`src/rtl/vst_pkg.sv`:
```
package vst_pkg;
    localparam int INSN_W   = 32;
    localparam int RIDX_W   = 5;
    localparam int VIDX_W   = 7;

    localparam logic [5:0] OP_SHORT   = 6'd31;
    localparam logic [9:0] XO_SHORT   = 10'd231;
    localparam logic [5:0] OP_WIDE    = 6'd4;
    localparam logic [6:0] XO_WIDE    = 7'h1C;
    localparam logic [1:0] TAIL_WIDE  = 2'b11;

    typedef enum logic [1:0] {
        ST_IDLE  = 2'd0,
        ST_WRITE = 2'd1,
        ST_RESP  = 2'd2
    } vst_state_e;
endpackage

```
`src/rtl/vst_decode.sv`:
```
module vst_decode
    import vst_pkg::*;
(
    input  logic [INSN_W-1:0] insn,
    output logic              legal,
    output logic [RIDX_W-1:0] ra_idx,
    output logic [RIDX_W-1:0] rb_idx,
    output logic [VIDX_W-1:0] vs_idx
);
    logic is_short;
    logic is_wide;

    always_comb begin
        is_short = (insn[31:26] == OP_SHORT) && (insn[10:1] == XO_SHORT);
        is_wide  = (insn[31:26] == OP_WIDE) && (insn[10:4] == XO_WIDE)
                   && (insn[1:0] == TAIL_WIDE);
        legal    = is_short || is_wide;
        ra_idx   = insn[20:16];
        rb_idx   = insn[15:11];
        if (is_wide) begin
            vs_idx = {insn[3:2], insn[25:21]};
        end else begin
            vs_idx = {2'b00, insn[25:21]};
        end
    end
endmodule

```
`src/rtl/vst_agen.sv`:
```
module vst_agen
    import vst_pkg::*;
#(
    parameter int GPR_W      = 64,
    parameter int ADDR_W     = 32,
    parameter int ALIGN_BITS = 4
) (
    input  logic [RIDX_W-1:0] ra_idx,
    input  logic [GPR_W-1:0]  base_val,
    input  logic [GPR_W-1:0]  index_val,
    output logic [ADDR_W-1:0] ea
);
    logic [GPR_W-1:0] base_eff;
    logic [GPR_W-1:0] sum;

    always_comb begin
        base_eff = (ra_idx == '0) ? '0 : base_val;
        sum      = base_eff + index_val;
        ea       = {sum[ADDR_W-1:ALIGN_BITS], {ALIGN_BITS{1'b0}}};
    end
endmodule

```
`src/rtl/vst_lanes.sv`:
```
module vst_lanes #(
    parameter int VEC_W = 128
) (
    input  logic [VEC_W-1:0] vec_in,
    output logic [VEC_W-1:0] bus_out
);
    localparam int NBYTES = VEC_W / 8;

    for (genvar k = 0; k < NBYTES; k++) begin : g_lane
        assign bus_out[8*k +: 8] = vec_in[VEC_W-1-8*k -: 8];
    end
endmodule

```
`src/rtl/vstore_unit.sv`:
```
module vstore_unit
    import vst_pkg::*;
#(
    parameter int GPR_W  = 64,
    parameter int VEC_W  = 128,
    parameter int ADDR_W = 32,
    parameter int PC_W   = 32
) (
    input  logic              clk,
    input  logic              rst_n,
    input  logic              issue_valid,
    output logic              issue_ready,
    input  logic [31:0]       issue_insn,
    input  logic [PC_W-1:0]   issue_pc,
    output logic [4:0]        gpr_a_idx,
    input  logic [GPR_W-1:0]  gpr_a_data,
    output logic [4:0]        gpr_b_idx,
    input  logic [GPR_W-1:0]  gpr_b_data,
    output logic [6:0]        vreg_idx,
    input  logic [VEC_W-1:0]  vreg_data,
    output logic              mem_valid,
    input  logic              mem_ready,
    output logic [ADDR_W-1:0] mem_addr,
    output logic [VEC_W-1:0]  mem_wdata,
    input  logic              resv_enable,
    input  logic              resv_active,
    output logic              resv_inval,
    output logic [ADDR_W-1:0] resv_addr,
    output logic              done,
    output logic              done_illegal,
    output logic [PC_W-1:0]   next_pc
);
    localparam int NBYTES     = VEC_W / 8;
    localparam int ALIGN_BITS = $clog2(NBYTES);
    localparam logic [PC_W-1:0] PC_STEP = PC_W'(4);

    typedef struct packed {
        vst_state_e        st;
        logic [ADDR_W-1:0] ea;
        logic [VEC_W-1:0]  data;
        logic [PC_W-1:0]   pc_next;
        logic              illegal;
        logic              inval;
    } vst_regs_t;

    vst_regs_t r_q, r_d;

    logic              dec_legal;
    logic [RIDX_W-1:0] dec_ra, dec_rb;
    logic [VIDX_W-1:0] dec_vs;
    logic [ADDR_W-1:0] agen_ea;
    logic [VEC_W-1:0]  lane_data;

    vst_decode u_dec (
        .insn   (issue_insn),
        .legal  (dec_legal),
        .ra_idx (dec_ra),
        .rb_idx (dec_rb),
        .vs_idx (dec_vs)
    );

    vst_agen #(
        .GPR_W      (GPR_W),
        .ADDR_W     (ADDR_W),
        .ALIGN_BITS (ALIGN_BITS)
    ) u_agen (
        .ra_idx    (dec_ra),
        .base_val  (gpr_a_data),
        .index_val (gpr_b_data),
        .ea        (agen_ea)
    );

    vst_lanes #(
        .VEC_W (VEC_W)
    ) u_lanes (
        .vec_in  (vreg_data),
        .bus_out (lane_data)
    );

    assign gpr_a_idx = dec_ra;
    assign gpr_b_idx = dec_rb;
    assign vreg_idx  = dec_vs;

    always_comb begin
        r_d = r_q;
        unique case (r_q.st)
            ST_IDLE: begin
                r_d.inval = 1'b0;
                if (issue_valid) begin
                    if (dec_legal) begin
                        r_d.st      = ST_WRITE;
                        r_d.ea      = agen_ea;
                        r_d.data    = lane_data;
                        r_d.pc_next = issue_pc + PC_STEP;
                        r_d.illegal = 1'b0;
                    end else begin
                        r_d.st      = ST_RESP;
                        r_d.pc_next = issue_pc;
                        r_d.illegal = 1'b1;
                    end
                end
            end
            ST_WRITE: begin
                if (mem_ready) begin
                    r_d.st    = ST_RESP;
                    r_d.inval = resv_enable && resv_active;
                end
            end
            ST_RESP: begin
                r_d.st      = ST_IDLE;
                r_d.inval   = 1'b0;
                r_d.illegal = 1'b0;
            end
            default: r_d.st = ST_IDLE;
        endcase
    end

    always_ff @(posedge clk) begin
        if (!rst_n) begin
            r_q <= '{st: ST_IDLE, ea: '0, data: '0, pc_next: '0,
                     illegal: 1'b0, inval: 1'b0};
        end else begin
            r_q <= r_d;
        end
    end

    assign issue_ready  = (r_q.st == ST_IDLE);
    assign mem_valid    = (r_q.st == ST_WRITE);
    assign mem_addr     = r_q.ea;
    assign mem_wdata    = r_q.data;
    assign done         = (r_q.st == ST_RESP);
    assign done_illegal = done && r_q.illegal;
    assign next_pc      = r_q.pc_next;
    assign resv_inval   = done && r_q.inval;
    assign resv_addr    = r_q.ea;


    write_hold_chk: assert property (@(posedge clk) disable iff (!rst_n)
        mem_valid && !mem_ready |=> mem_valid && $stable(mem_addr) && $stable(mem_wdata));


    addr_align_chk: assert property (@(posedge clk) disable iff (!rst_n)
        mem_valid |-> (mem_addr[ALIGN_BITS-1:0] == '0));


    write_done_chk: assert property (@(posedge clk) disable iff (!rst_n)
        mem_valid && mem_ready |=> done && !done_illegal);


    illegal_origin_chk: assert property (@(posedge clk) disable iff (!rst_n)
        done && done_illegal |-> $past(issue_valid && issue_ready) && !resv_inval);


    busy_block_chk: assert property (@(posedge clk) disable iff (!rst_n)
        mem_valid |-> !issue_ready);


    inval_with_done_chk: assert property (@(posedge clk) disable iff (!rst_n)
        resv_inval |-> done && !done_illegal && (resv_addr[ALIGN_BITS-1:0] == '0));
endmodule

```
`config.mk`:
```
export PLATFORM = sky130hd
export DESIGN_NAME = vstore_unit
export DESIGN_NICKNAME = d
export VERILOG_FILES = /design/src/rtl/vst_pkg.sv /design/src/rtl/vst_decode.sv /design/src/rtl/vst_agen.sv /design/src/rtl/vst_lanes.sv /design/src/rtl/vstore_unit.sv
export SDC_FILE = /design/constraint.sdc
export NUM_CORES = 1
export LEC_CHECK = 0
export BUFFER_PORTS_ARGS = -buffer_cell sky130_fd_sc_hd__clkbuf_2
export CAP_MARGIN = 20
export CORE_AREA = 2 2 225 227
export CTS_CLUSTER_DIAMETER = 120
export CTS_CLUSTER_SIZE = 16
export DETAILED_ROUTE_END_ITERATION = 8
export DIE_AREA = 0 0 227 229
export MAX_ROUTING_LAYER = met4
export PLACE_DENSITY_LB_ADDON = 0.25
export SYNTH_ARGS = -nofsm -noshare
export SYNTH_HDL_FRONTEND = slang
export SYNTH_SLANG_ARGS = --single-unit
```
`constraint.sdc`:
```
create_clock -name clk -period 4.6 [get_ports clk]
set_input_delay 0.69 -clock clk [delete_from_list [all_inputs] [get_ports clk]]
set_output_delay 0.69 -clock clk [all_outputs]
set_load 0.01 [all_outputs]
```
==> results of run 1 <==
registers in the layout (all words and copies together), names as in the netlist:
register	count
r_q	4
mem_wdata	128
next_pc	32
mem_addr	28
per-stage QoR:
step | setup WS, ps | power, mW
global placement | 231 | 2.29
detailed placement | 195 | 2.29
finish | 722 | 3.70
global route | 365 | 3.89
CTS | 732 | 3.79
floorplan | 803 | 2.09
worst register-to-register path: stages (launching register included):
cell	delay (ps)
dfxtp_1	360
nor2_1	170
nand2_1	210
nor3_4	280
buf_4	640
nand2_1	380
a21oi_1	180
synthesized netlist by cell type, drive strengths merged (10+ instances only):
master,instances,area [um^2]
a211oi,21,158
a21o,20,150
a21oi,177,886
and3,10,62.6
buf,242,1820
clkbuf,78,293
dfxtp,192,3840
ha,31,388
inv,18,67.6
nand2,308,1160
nand3,31,155
nand4,21,131
nor2,52,195
nor2b,35,219
nor3,20,105
o21ai,45,225
xnor2,31,272
xor2,11,96.3
layout make-up:
cell class,count,area [um^2],share of cell area [%]
Sequential cell,192,3840,29.7
Clock buffer,20,447,3.45
Inverter,19,76.3,0.589
Clock inverter,12,98.8,0.763
Multi-Input combinational cell,922,5110,39.4
Tap cell,672,841,6.49
Timing Repair Buffer,494,2530,19.6
cells by family after synthesis:
logic type / Yosys count / synth area share, %
flip-flops: 192 / 34.6
adder cells (fa/ha/maj): 31 / 3.50
XOR/XNOR: 42 / 3.32
AO/OA/AOI/OAI: 310 / 16.4
AND/OR/NAND/NOR: 522 / 21.6
buffers and inverters: 339 / 19.7
other: 1 / 0.0338
multiplexers: 9 / 0.812
worst max-delay path by stage:
stage | startpoint | slack [ps] | to | depth (start not counted)
final | issue_insn[16] | 720 | mem_addr[28] | 13
after floorplan | issue_insn[16] | 800 | mem_addr[28] | 13
after global routing | issue_insn[16] | 370 | mem_addr[28] | 13
after CTS | issue_insn[16] | 730 | mem_addr[28] | 13
after detailed placement | issue_insn[16] | 200 | mem_addr[28] | 13
after global placement | issue_insn[16] | 230 | mem_addr[27] | 12
layer usage:
layer | vias to the layer above | part of all wire (%) | global-route usage (%)
met1 | 4559 | 43 | 16.1
met4 | 0 | 1.9 | 5.15
li1 | 5032 | - | -
met5 | - | 0 | -
met3 | 32 | 5.9 | 2.73
met2 | 305 | 49 | 23.3
power breakdown:
| part | switching (mW) | internal (mW) | leakage (nW) |
|---|---|---|---|
| Clock | 0.734 | 0.717 | 0.268 |
| Combinational | 0.318 | 0.235 | 3.75 |
| Sequential | 0.0112 | 1.68 | 1.55 |
==> results.md, run 1 <==
* Status: complete, no violations
* Initial antenna violation count at 0
* Fmax achieved at 0.258 GHz
* CP Launch Type: input port
* Cell area after placement at 0.0124 mm^2
* Delay-heaviest family, CP: compound AO/OA/AOI/OAI gates
* WP buf/inv at 2
* Clock transition at path regs at 70 ps
* Pwr dens at 286 mW/mm^2
* Min-Delay Endpoint: mem_wdata[51]
* DRC marker count from the first detailed-route iteration at 413
* Most common cell after layout, fill and taps aside: clkbuf_2
* Initial core utilization at 22.3%
* Vias per Instance at 4.26
* Hold Path Class: in2reg
* Post-Route Setup TNS at 0 ps
* Gr ovfl total at 0
* Worst slew margin at 43.8%
* Non-filler instance count after layout at 2331
* Residual DRC at 0
* Finished Core Util at 26.1%
* Max FO, Critical Path at 23
* Slowest Stage Delay on Critical Path at 620 ps
* Layout filler cell count at 5603
* DIE AREA at 0.0520 mm^2
* Largest net degree at the start of global routing at 115
* Port Buffers at 479
* Number of setup buffers added after CTS at 0
* Routed WL at 35900 um
* Worst-Skew Late Latency at 480 ps
* Total CTS buffers at 17
* Yosys cell types at 61
* Clock skew at 15.5 ps
* Synth async-reset ratio at 0%
* R2R depth at 6
* EDFF count, synth at 0
* Ports at 572
* HP Start: vreg_data[75]
* CTS Root Cell: clkbuf_16
* CTS tree: done
* First-pass DRT Iterations at 5
* Hold WS at 420 ps
* Diodes inserted at 0
* MaxCap Viol Count at 0
* RSZ-0062 raised after global routing: false
* Worst hold stages at 3
* Row count at 82
* Crit path cell chain: clkbuf_2, or4_1, nor2_2, buf_4, nor2b_1, ha_1, a21o_1, a31oi_1, o21ai_0, a221o_1, a2bb2oi_2, a21oi_1, o311ai_0
* Final Max Slew Viols at 0
* Worst reg2reg endpoint: mem_wdata[125]
* Worst EP arrival at 4240 ps
* Slowest cell on crit path: or4_1
* Vias in the first global route at 9309
* Routed Antenna Nets at 0
* LEAKAGE at 5.58 nW
* Nets at 2003
* Chip Height at 229 um
* Placer Congestion at 0.844
* Via count at 9928
* Area of the core at 0.0497 mm^2
* Commonest cells after routing, fill and taps aside: clkbuf_2, nand2_1, dfxtp_1, a21oi_1, nor2_1
* Setup violations, final at 0
* First-pass GRT wire length at 53700 um
* VDD IR-drop max at 0.245 mV
* Final Critical Period at 3880 ps
* Reg2reg start: r_q[194]
* Synth Cell Area at 0.0111 mm^2
* Period utilization at 84.3%
* Share of cells above drive strength 1 at 32.7%
* HPWL after detailed placement at 27200 um
* Predominant post-synthesis flop cell: dfxtp_1
* Worst Setup End Kind: flip-flop
* H-tree Lvls at 4
* Resized cells post-CTS at 0
* Final hold vios at 0
* Syn Area/Cell at 7.67 um^2
* Synthesis warning total at 0
* Cells after synthesis at 1446
* Cells after DPL at 2299
* Die W at 227 um
* Reg2Reg Setup Slack at 2310 ps
* Clk buf depth at 2
* Worst path required time at 4970 ps
* FF+latch count, synth at 192
* Cell area after layout at 0.0129 mm^2
* Seq/Total Area, Yosys at 34.6%
* Synth-to-layout area growth at 16.7%
* GRT Overall Usage at 13.8%
* Wire per inst at 15.4 um
* Worst setup path class: in2reg
* Slew @ Worst Pin at 843 ps
* CTS Sinks at 192
* Hold_buf cts at 0
Power figures use the tool's default switching activity.
==> run 2: changes to the inputs <==
==> constraint.sdc (replaced) <==
create_clock -name clk -period 3.85 [get_ports clk]
set_input_delay 0.5775 -clock clk [delete_from_list [all_inputs] [get_ports clk]]
set_output_delay 0.5775 -clock clk [all_outputs]
set_load 0.01 [all_outputs]
==> run 2 against run 1 <==
Effect of this change: core utilization increased by 1.4 points; wire length down 0.90%; clock skew fell by 2.6 ps; clock-buffer cell count decreased by 1; register-to-register slack got worse by 540 ps; flip-flop and latch count did not move; via count grew 2.3%; critical path type unchanged.
==> results.md, run 2 (synthesis gave the netlist of run 1 again) <==
* Psw at 1.31 mW (+23%)
* Finished Core Util at 27.4% (+1.4 points)
* LEAKAGE at 5.99 nW (+7.4%)
* Gr ovfl total at 0 (unchanged)
* Hold_buf cts at 0 (unchanged)
* HPWL after detailed placement at 27600 um (+1.5%)
* Total CTS buffers at 17 (unchanged)
* Slew @ Worst Pin at 591 ps (-252 ps)
* Reg2reg start: r_q[194]
* Wire per inst at 14.8 um (-3.9%)
* Crit path cell chain: clkbuf_2, or4_1, nor2_2, nor2b_1, ha_1, a21o_1, a221o_1, o2111ai_1, and3_1, buf_4, nor2b_1, o311ai_0, a21oi_1
* Hold WS at 311 ps (-109 ps)
* Non-filler instance count after layout at 2404 (+3.1%)
* Max reg flops at 128 (unchanged)
* Diodes inserted at 0 (unchanged)
* Resized cells post-CTS at 0 (unchanged)
* Nets at 2076 (+3.6%)
* Period utilization at 89.0%
* Slowest cell on crit path: or4_1
* Routed Antenna Nets at 0 (unchanged)
* Port Buffers at 479 (unchanged)
* Reg power frac at 42.9% (-2.9 points)
* First-pass GRT wire length at 53200 um (-0.91%)
* Pwr dens at 346 mW/mm^2 (+21%)
* Dpl ws at -147 ps (-342 ps)
* WP buf/inv at 2 (unchanged)
* R2R depth at 8 (+2)
* VDD IR-drop max at 0.264 mV (+7.9%)
* Largest net degree at the start of global routing at 94 (-18%)
* Clock transition at path regs at 80 ps (about the same)
* Final WS setup at 423 ps (-299 ps)
* Number of setup buffers added after CTS at 0 (unchanged)
* Initial antenna violation count at 0 (unchanged)
* Worst setup path class: in2reg
* GRT Overall Usage at 13.7% (-0.082 points)
* Setup violations, final at 0 (unchanged)
* CTS Sinks at 192 (unchanged)
* Chip Height at 229 um (unchanged)
* Min-Delay Endpoint: mem_wdata[52]
* Worst-Skew Late Latency at 480 ps (about the same)
* Share of cells above drive strength 1 at 35.5% (+2.8 points)
* Initial core utilization at 22.3% (unchanged)
* Power, Total at 4.72 mW (+28%)
* Final Critical Period at 3430 ps
* Power share of the clock group at 41.3% (+2.1 points)
* Hold Path Class: in2reg
* Worst reg2reg endpoint: mem_addr[31]
* Area of the core at 0.0497 mm^2 (unchanged)
* Cells after DPL at 2372 (+3.2%)
* First-pass DRT Iterations at 5 (unchanged)
* Worst hold stages at 3 (unchanged)
* MaxCap Viol Count at 0 (unchanged)
* Via count at 10200 (+2.3%)
* Worst slew margin at 60.6% (+17 points)
* Routed WL at 35600 um (-0.90%)
* Worst path required time at 4200 ps (-770 ps)
* Reg2Reg Setup Slack at 1770 ps (-540 ps)
* Die W at 227 um (unchanged)
* Sw Share at 27.7% (-1.0 points)
* Most common cell after layout, fill and taps aside: clkbuf_2
* Ports at 572 (unchanged)
* Residual DRC at 0 (unchanged)
* Vias per Instance at 4.23 (-0.80%)
* Clock skew at 12.9 ps (-2.59 ps)
* Internal power at 3.41 mW (+29%)
* DIE AREA at 0.0520 mm^2 (unchanged)
* CP Launch Type: input port
* Placer Congestion at 0.852 (+0.88%)
* DRC marker count from the first detailed-route iteration at 439 (+6.3%)
* Max FO, Critical Path at 6 (-74%)
* Synth-to-layout area growth at 22.9%
* CTS tree: done
* HP Start: vreg_data[76]
* Vias in the first global route at 9479 (+1.8%)
* Most common cell on crit path: nor2b_1
* Row count at 82 (unchanged)
* CTS Root Cell: clkbuf_16
* Worst Setup End Kind: flip-flop
* RSZ-0062 raised after global routing: false
* H-tree Lvls at 4 (unchanged)
* Worst EP arrival at 3780 ps (-460 ps)
* Comb pwr share at 15.8% (+0.8 points)
* Delay-heaviest family, CP: compound AO/OA/AOI/OAI gates
* Clk buf depth at 2 (unchanged)
* Final Max Slew Viols at 0 (unchanged)
* Slowest Stage Delay on Critical Path at 570 ps (-50 ps)
* Commonest cells after routing, fill and taps aside: clkbuf_2, nand2_1, dfxtp_1, a21oi_1, buf_4
* Status: complete, no violations
* Fmax achieved at 0.292 GHz
* Final hold vios at 0 (unchanged)
==> run 2: cell types whose count changed in the layout (fill, tap and decap cells not counted) <==
| cell | before | now |
|---|---|---|
| buf_12 | 2 | 6 |
| buf_4 | 13 | 82 |
| bufinv_16 | 0 | 3 |
| clkbuf_8 | 1 | 0 |
| clkinv_2 | 2 | 0 |
| clkinv_4 | 4 | 2 |
| clkinv_8 | 0 | 1 |
| clkinvlp_4 | 1 | 0 |
| inv_8 | 1 | 3 |
==> run 2: tightest hold or removal path, stage by stage <==
cell	delay, ps
clkbuf_2	80
nand2_1	40
a21oi_1	50
==> run 2: worst max path at each step <==
stage	startpoint	end	slack, ps	depth (start not counted)
3_3_place_gp	issue_insn[16]	mem_addr[28]	-150	13
5_1_grt	issue_insn[16]	mem_addr[26]	210	13
4_1_cts	issue_insn[16]	mem_addr[26]	380	13
6_report	issue_insn[16]	mem_addr[26]	420	13
3_5_place_dp	issue_insn[16]	mem_addr[26]	-150	13
2_1_floorplan	issue_insn[16]	mem_addr[28]	170	13
==> run 2: final cells by class <==
cell class	count	area (um^2)
fillers	5557	36000
multi-input cells	922	5110
flip-flops and latches	192	3840
repair buffers	567	3130
well taps	672	841
clock buffers	19	433
clock inverters	13	193
inverters	19	76.3
==> run 2: per-layer routing <==
layer | up-vias | GRT usage, % | part of all wire [%]
met3 | 35 | 3.03 | 5.6
met4 | 0 | 4.78 | 2.0
met2 | 296 | 22.8 | 49
met5 | - | - | 0
li1 | 5179 | - | -
met1 | 4647 | 16.3 | 44
==> run 2: power groups by stage <==
stage | Combinational, mW | Clock (mW) | Sequential, mW
global route | 0.822 | 2.12 | 2.03
CTS | 0.748 | 2.06 | 2.02
finish | 0.743 | 1.95 | 2.02
detailed placement | 0.743 | 0 | 2.07
global placement | 0.744 | 0 | 2.07
floorplan | 0.425 | 0 | 2.07
==> run 2: per-stage QoR <==
step                      area, um^2  TNS, ps
final                          13600        0
after global routing           13600        0
after CTS                      13600        0
after detailed placement       13000     -623
after global placement         13000     -638
after floorplan                11100        0
==> run 3: changes to the inputs <==
--- a/config.mk
+++ b/config.mk
@@ -7,13 +7,14 @@
 export LEC_CHECK = 0
 export BUFFER_PORTS_ARGS = -buffer_cell sky130_fd_sc_hd__clkbuf_2
 export CAP_MARGIN = 20
-export CORE_AREA = 2 2 225 227
+export CORE_AREA = 2 2 222 224
 export CTS_CLUSTER_DIAMETER = 120
 export CTS_CLUSTER_SIZE = 16
 export DETAILED_ROUTE_END_ITERATION = 8
-export DIE_AREA = 0 0 227 229
+export DIE_AREA = 0 0 224 226
 export MAX_ROUTING_LAYER = met4
 export PLACE_DENSITY_LB_ADDON = 0.25
+export SLEW_MARGIN = 0
 export SYNTH_ARGS = -nofsm -noshare
 export SYNTH_HDL_FRONTEND = slang
 export SYNTH_SLANG_ARGS = --single-unit
==> constraint.sdc (replaced) <==
create_clock -name clk -period 4.33 [get_ports clk]
set_input_delay 0.6495 -clock clk [delete_from_list [all_inputs] [get_ports clk]]
set_output_delay 0.6495 -clock clk [all_outputs]
set_load 0.01 [all_outputs]
==> run 3 against run 2 <==
Effect of this change: total power decreased by 15%; flip-flop and latch count is the same; largest power group unchanged; clock-buffer cell count fell by 1; clock power is 16% lower; via count decreased by 3.0%; final area fell by 4.8%; core utilization down 0.60 points; critical path depth up 1; final cell count is 5.0% lower; critical path type unchanged.
==> results.md, run 3 (synthesis gave the netlist of run 1 again) <==
* Status: complete, no violations
* Pwr dens at 310 mW/mm^2 (-11%)
* DIE AREA at 0.0506 mm^2 (-2.6%)
* Post-Route Setup TNS at 0 ps (unchanged)
* Nets at 2006 (-3.4%)
* CTS Root Cell: clkbuf_16
* Ports at 572 (unchanged)
* LEAKAGE at 5.62 nW (-6.3%)
* Initial antenna violation count at 0 (unchanged)
* GRT Overall Usage at 13.7% (-0.032 points)
* Max reg flops at 128 (unchanged)
* Port Buffers at 479 (unchanged)
* Worst reg2reg endpoint: mem_addr[19]
* Routed Antenna Nets at 0 (unchanged)
* Vias in the first global route at 9151 (-3.5%)
* R2R depth at 6 (-2)
* MaxCap Viol Count at 0 (unchanged)
* Reg2reg start: r_q[195]
* Via count at 9855 (-3.0%)
* Worst path required time at 4730 ps (+530 ps)
* Worst hold stages at 3 (unchanged)
* Die W at 224 um (-1.3%)
* HPWL after detailed placement at 26300 um (-4.8%)
* Residual DRC at 0 (unchanged)
* Slowest Stage Delay on Critical Path at 630 ps (+60 ps)
* CTS tree: done
* Chip Height at 226 um (-1.3%)
* Routed WL at 34700 um (-2.5%)
* Slew @ Worst Pin at 815 ps (+224 ps)
* Dpl ws at 119 ps (+266 ps)
* Hold Path Class: in2reg
* WP buf/inv at 3 (+1)
* First-pass GRT wire length at 52000 um (-2.4%)
* Delay-heaviest family, CP: compound AO/OA/AOI/OAI gates
* Clk buf depth at 2 (unchanged)
* Setup violations, final at 0 (unchanged)
* Clock skew at 14.9 ps (+2.01 ps)
* Finished Core Util at 26.8% (-0.60 points)
* Wire per inst at 15.2 um (+2.6%)
* Placer Congestion at 0.823 (-3.4%)
* CP Launch Type: input port
* Worst EP arrival at 4130 ps (+350 ps)
* Synth-to-layout area growth at 17.0%
* Vias per Instance at 4.31 (+2.1%)
* Worst-Skew Late Latency at 490 ps (about the same)
* Crit path to: mem_addr[31]
* Number of setup buffers added after CTS at 0 (unchanged)
* DRC marker count from the first detailed-route iteration at 432 (-1.6%)
* Final hold vios at 0 (unchanged)
* Final Critical Period at 3730 ps
* Gr ovfl total at 0 (unchanged)
* Total CTS buffers at 17 (unchanged)
* Most common cell on crit path: buf_4
* Share of cells above drive strength 1 at 32.9% (-2.6 points)
* Initial core utilization at 22.9% (+0.61 points)
* Crit path depth at 14 (+1)
* Fmax achieved at 0.268 GHz
* Setup crit start: issue_insn[16]
* Largest net degree at the start of global routing at 92 (-2.1%)
* Worst Setup End Kind: flip-flop
* Area of the core at 0.0483 mm^2 (-2.6%)
* Max FO, Critical Path at 17 (+11)
* Period utilization at 86.3%
* Power, Total at 4.02 mW (-15%)
* Crit path cell chain: clkbuf_2, or4_1, nor2_2, buf_4, nor2b_1, ha_1, and3_1, o211ai_1, a211oi_1, o21ai_0, buf_4, a21oi_1, o31ai_1, nor3b_1
* Hold_buf cts at 0 (unchanged)
* Reg2Reg Setup Slack at 2260 ps (+490 ps)
* Row count at 81 (-1.2%)
* Final Max Slew Viols at 0 (unchanged)
* Slowest cell on crit path: or4_1
* First-pass DRT Iterations at 5 (unchanged)
* Clock transition at path regs at 80 ps (about the same)
* CTS Sinks at 192 (unchanged)
* Diodes inserted at 0 (unchanged)
* VDD IR-drop max at 0.239 mV (-9.7%)
* Final WS setup at 595 ps (+172 ps)
* H-tree Lvls at 4 (unchanged)
* Worst setup path class: in2reg
* Worst slew margin at 45.7% (-15 points)
* Commonest cells after routing, fill and taps aside: clkbuf_2, nand2_1, dfxtp_1, a21oi_1, nor2_1
* Hold WS at 378 ps (+66.8 ps)
* Resized cells post-CTS at 0 (unchanged)
* RSZ-0062 raised after global routing: false
* Most common cell after layout, fill and taps aside: clkbuf_2
-- run 3: cell types whose count changed in the layout (fill, tap and decap cells not counted), sizes merged --
cell	change
buf	-70
clkinv	+1
clkbuf	-1
bufinv	-2
clkinvlp	+2
-- run 3: final cells by class --
class / instances / area [um^2]
well taps: 622 / 778
repair buffers: 497 / 2580
inverters: 19 / 76.3
multi-input cells: 922 / 5110
flip-flops and latches: 192 / 3840
fillers: 5376 / 35400
clock inverters: 14 / 146
clock buffers: 18 / 439
-- run 3: tightest hold or removal path, stage by stage --
cell and delay [ps]:
clkbuf_2 80, nand2_1 40, a21oi_1 50
-- run 3: report_power, final --
part           leakage, nW  internal, mW  switching, mW
sequential            1.55          1.79         0.0118
clock                0.285         0.828          0.811
combinational         3.78         0.250          0.329
total                 5.62          2.87           1.15
-- run 3: how the worst min path moves through the flow --
stage                       start             end  slack, ps
floorplan            mem_wdata[0]    mem_wdata[0]        440
global placement    mem_wdata[44]   mem_wdata[44]        440
detailed placement  mem_wdata[74]   mem_wdata[74]        450
CTS                 vreg_data[98]   mem_wdata[26]        320
global route         vreg_data[9]  mem_wdata[113]        350
finish              vreg_data[98]   mem_wdata[26]        380
-- run 3: metrics by stage --
step                      cell area, um^2  std cells
after detailed placement            12400       2252
after floorplan                     11100       1453
after global placement              12400       2252
after CTS                           13000       2284
final                               13000       2284
after global routing                13000       2284
-- run 3: layer usage --
| metal | wire [um] | vias to the layer above | GRT usage [%] | part of all wire, % |
|---|---|---|---|---|
| met2 | 16900 | 317 | 22.3 | 49 |
| met5 | 0 | - | - | 0 |
| li1 | - | 5035 | - | - |
| met4 | 952 | 0 | 6.26 | 2.7 |
| met3 | 1690 | 47 | 2.73 | 4.9 |
| met1 | 15200 | 4456 | 16.3 | 44 |
